## src/rtl/mulhw_pkg.sv

```systemverilog
package mulhw_pkg;
    localparam int XLEN = 64;
    localparam int WLEN = XLEN / 2;

    typedef struct packed {
        logic            vld;
        logic            so;
        logic [XLEN-1:0] data;
    } mulhw_stage_t;
endpackage

```

## src/rtl/mulhw_mag.sv

```systemverilog
module mulhw_mag #(
    parameter int W = 32
) (
    input  logic [W-1:0] val,
    input  logic         use_sign,
    output logic [W-1:0] mag,
    output logic         neg
);
    // A W-bit unsigned magnitude holds 2^(W-1) for the most negative input
    always_comb begin
        neg = use_sign & val[W-1];
        mag = neg ? (~val + {{(W-1){1'b0}}, 1'b1}) : val;
    end
endmodule

```

## src/rtl/mulhw_core.sv

```systemverilog
module mulhw_core #(
    parameter int W = 32
) (
    input  logic [W-1:0] mag_a,
    input  logic [W-1:0] mag_b,
    input  logic         flip,
    output logic [W-1:0] hi
);
    localparam int PW = 2 * W;

    logic [PW-1:0] prod;
    logic [PW-1:0] fixed;

    always_comb begin
        prod  = {{W{1'b0}}, mag_a} * {{W{1'b0}}, mag_b};
        fixed = flip ? (~prod + {{(PW-1){1'b0}}, 1'b1}) : prod;
        hi    = fixed[PW-1:W];
    end
endmodule

```

## src/rtl/mulhw_unit.sv

```systemverilog
module mulhw_unit
    import mulhw_pkg::*;
(
    input  logic            clk,
    input  logic            rst_n,
    input  logic            iss_vld,
    input  logic            word_op,
    input  logic            sgn_sel,
    input  logic [XLEN-1:0] op_a,
    input  logic [XLEN-1:0] op_b,
    input  logic            so_in,
    output logic            res_vld,
    output logic [XLEN-1:0] res_data,
    output logic            so_out
);
    localparam int NOPS  = 2;
    localparam int LANES = XLEN / WLEN;

    logic [WLEN-1:0] low_w [NOPS];
    logic [WLEN-1:0] mag_w [NOPS];
    logic [NOPS-1:0] neg_w;
    logic [WLEN-1:0] hi_w;
    logic [XLEN-1:0] rep_w;

    mulhw_stage_t st_d, st_q;

    assign low_w[0] = op_a[WLEN-1:0];
    assign low_w[1] = op_b[WLEN-1:0];

    for (genvar g = 0; g < NOPS; g++) begin : g_mag
        mulhw_mag #(.W(WLEN)) u_mag (
            .val      (low_w[g]),
            .use_sign (sgn_sel),
            .mag      (mag_w[g]),
            .neg      (neg_w[g])
        );
    end

    mulhw_core #(.W(WLEN)) u_core (
        .mag_a (mag_w[0]),
        .mag_b (mag_w[1]),
        .flip  (^neg_w),
        .hi    (hi_w)
    );

    for (genvar l = 0; l < LANES; l++) begin : g_rep
        assign rep_w[l*WLEN +: WLEN] = hi_w;
    end

    always_comb begin
        st_d     = st_q;
        st_d.so  = so_in;
        st_d.vld = iss_vld & word_op;
        if (iss_vld & word_op) begin
            st_d.data = rep_w;
        end
    end

    always_ff @(posedge clk or negedge rst_n) begin
        if (!rst_n) begin
            st_q <= '0;
        end else begin
            st_q <= st_d;
        end
    end

    assign res_vld  = st_q.vld;
    assign res_data = st_q.data;
    assign so_out   = st_q.so;
endmodule

```

## config.mk

```make
export PLATFORM = sky130hd
export DESIGN_NAME = mulhw_unit
export DESIGN_NICKNAME = d
export VERILOG_FILES = /design/src/rtl/mulhw_pkg.sv /design/src/rtl/mulhw_mag.sv /design/src/rtl/mulhw_core.sv /design/src/rtl/mulhw_unit.sv
export SDC_FILE = /design/constraint.sdc
export NUM_CORES = 2
export LEC_CHECK = 0
export ABC_CLOCK_PERIOD_IN_PS = 2300
export CORE_ASPECT_RATIO = 0.75
export CORE_UTILIZATION = 50
export CTS_CLUSTER_DIAMETER = 40
export DETAILED_ROUTE_END_ITERATION = 6
export PLACE_DENSITY = 0.66
export RECOVER_POWER = 100
export SETUP_SLACK_MARGIN = 0.05
export SKIP_CTS_REPAIR_TIMING = 1
export SLEW_MARGIN = 20
export SYNTH_ARGS = -nofsm -noshare
export SYNTH_HDL_FRONTEND = slang
export SYNTH_SLANG_ARGS = --single-unit
```

## constraint.sdc

```tcl
create_clock -name clk -period 2.3 [get_ports clk]
set_clock_uncertainty 0.1 [all_clocks]
set_input_delay 0.23 -clock clk [delete_from_list [all_inputs] [get_ports clk]]
set_output_delay 0.23 -clock clk [all_outputs]
set_load 0.01 [all_outputs]
```

==> reports/qor.txt <==
Drt drc: 0
Fillcell total: 6,024
Die area: 0.0731 mm2
Via count: 32,300
Area leader, netlist: fa_1
Sequential fraction of the synthesis area: 0.0236
CTS max path bufs: 2
Per-cell routed wire length: 20.6 um
PortBufs: 135
CP arrival: 10.77 ns
RSZ-0062 raised after global routing: true
I/O Pins: 200
Post-synthesis register bit count: 34
Area of the multi-input gates: 0.0319 mm2
Most Used Layer, Global Route: met2
Largest net degree at the start of global routing: 39
GR Util met2: 0.525
Synth area leaders: fa_1, inv_1, ha_1
CP max-delay cell: fa_2
Layout area overhead: 27.9%
Hold Crit Start: res_data[57]$_DFFE_PN0P_
Xor/xnor cell area share of the yosys netlist: 0.0445
Number of antenna diodes: 0
Relative slew margins: 0.436
Root buf cell: clkbuf_16
CP startpoint kind: primary input
Global-route wire length before repair: 194 mm
Drt pass-1 iters: 5
Worst R2R End: res_data[61]$_DFFE_PN0P_
CP Launch Point: op_b[8]
Worst r2r src: res_data[61]$_DFFE_PN0P_
Routed wire length: 124 mm
Synth Area in Adders: 0.590
Crit Path Category: in -> reg
Most used DFF post-synth: dfrtp_1
Yosys warns: 0
Vias/cell: 5.36
FF+latch area: 851 um2
Critical Path Fanout Max: 4
Crit-path most repeated cell: fa_1
Top cell type's share of synthesized area: 0.498
Depth of the most critical reg-to-reg path: 2
Largest family of logic cells by synthesized area: adder cells
GRT Util Overall: 0.351
Crit share post-route: 4.63
Violated checks: negative setup slack
Post-detailed-route count of antenna-violating nets: 0
Post-synthesis compound-gate area fraction: 0.0620
TritonCTS clock tree: built
Syn nets: 5,561
Max_cap viols: 0
Critical Path RT: 2.42 ns
Hold Path Stages: 2
Most common cell after layout, fill and taps aside: inv_1
Placed cells: 5,989
H-tree levels: 2
Syn Area/Cell: 8.44 um2
Pins over their slew limit: 0
Final min period: 10.65 ns
Min-Delay Endpoint: res_data[57]$_DFFE_PN0P_
Post-synth EDFFs: 0
Cell count after synthesis: 4,266
Number of DRC markers in iteration 0: 3,037
Final Hold Viols: 0
Worst Setup End Kind: register
Worst-margin pin slew: 0.846 ns
Slowest stage delay, CP: 0.65 ns
Async set-reset flop share out of synthesis: 1.00
# setup viols final: 32
Post-DP HPWL: 112 mm
Setup tns final: -257.24 ns
CTS Sinks: 34
Die H: 234 um
Outcome: complete, but fails checks
Post-Layout Cell Count: 6,022
Dpl ws: -8.75 ns
HP Class: reg -> reg
Worst-path clk slew: 0.05 ns
Synth Cell Area: 0.0360 mm2
Initial Util: 0.510
Vias in the first global route: 33,600
R2R Setup Slk: 1.26 ns
Fraction of layout cells with a size suffix above 1: 0.213
Clk_lat worst skew: 0.28 ns
Met3 Usage GRT: 0.0962
Area of the core: 0.0706 mm2
Number of antenna violations at the first check in global routing: 2
Library cells used by synthesis: 70
Final worst setup slack: -8.35 ns
Mux cell area share after synthesis: 0.000834
Width of the die: 312 um
Simple-gate share of the synthesized area: 0.159
Fmax: 93.9 MHz
Met1 Track Usage GR: 0.498
TritonCTS buffer count: 5
Layout net count: 6,370
Grt total ovfl: 0
Row count: 84
Most frequent cells in the layout: inv_1, fa_1, buf_4, nor2_1, nand2_1
GP Congestion: 1.02
==> through the flow <==
step	util	hold WS (ns)	instance area, um2
2_1_floorplan	-	-0.166	36700
3_3_place_gp	0.642	0.395	45400
3_5_place_dp	0.642	0.402	45400
4_1_cts	0.645	0.262	45500
5_1_grt	0.652	0.390	46100
6_report	0.652	0.398	46100
==> sequential cells by signal, summed over array words and instances, names as in the netlist <==
| register | flops |
|---|---|
| res_data | 32 |
| res_vld | 1 |
| so_out | 1 |
==> worst max-delay path: cells and delay by family <==
family          cells  cell delay [ns]
xor+xnor            1             0.15
simple gates       21             5.03
fa+ha+maj           9             4.28
buf+inv             6             0.54
compound gates      3             0.56
==> how the worst max path moves through the flow <==
stage / to / slack [ns] / cells past startpoint
after floorplan: res_data[61]$_DFFE_PN0P_ / -7.77 / 36
after global placement: res_data[61]$_DFFE_PN0P_ / -8.63 / 40
after detailed placement: res_data[61]$_DFFE_PN0P_ / -8.75 / 40
after CTS: res_data[61]$_DFFE_PN0P_ / -8.49 / 40
after global routing: res_data[31]$_DFFE_PN0P_ / -8.64 / 40
final: res_data[31]$_DFFE_PN0P_ / -8.35 / 40
==> kinds of logic (layout without fill, tap and decap cells) <==
group | after synthesis | in the layout
and+or+nand+nor | 1402 | 1402
adders and majority gates | 1161 | 1161
buffers and inverters | 1117 | 1927
AOI/OAI and AO/OA | 366 | 366
xor gates and xnor gates | 183 | 183
DFF | 34 | 34
muxes | 3 | 3
==> metal layers <==
metal  wire [um]  up-vias
li1            -    14300
met4        4520        0
met2       52800     1606
met1       51300    16200
met5           0        -
met3       15100      200
==> Yosys cell counts, drive strengths merged, types with 8 or more instances <==
library cell / count
ha: 265
and2: 20
or3: 12
fa: 896
o21a: 17
clkbuf: 187
o31ai: 12
and3: 8
nand2: 600
a21o: 24
inv: 898
nand3: 17
buf: 32
a211oi: 9
nor4: 13
o21ai: 106
xor2: 75
or4: 8
nor2: 625
nor3: 34
nand2b: 16
o211ai: 8
dfrtp: 34
nand4: 22
a31oi: 12
a21oi: 122
xnor2: 108
==> cell type report <==
class / count / share of cell area
Tap cell: 946 / 0.0257
Sequential cell: 34 / 0.0185
Inverter: 898 / 0.0733
Multi-Input combinational cell: 3115 / 0.694
Clock buffer: 8 / 0.00361
Timing Repair Buffer: 1021 / 0.185
Power is left out: the tool's default activity adds up to more than one toggle a clock period on the data nets, which glitch-free logic cannot reach.
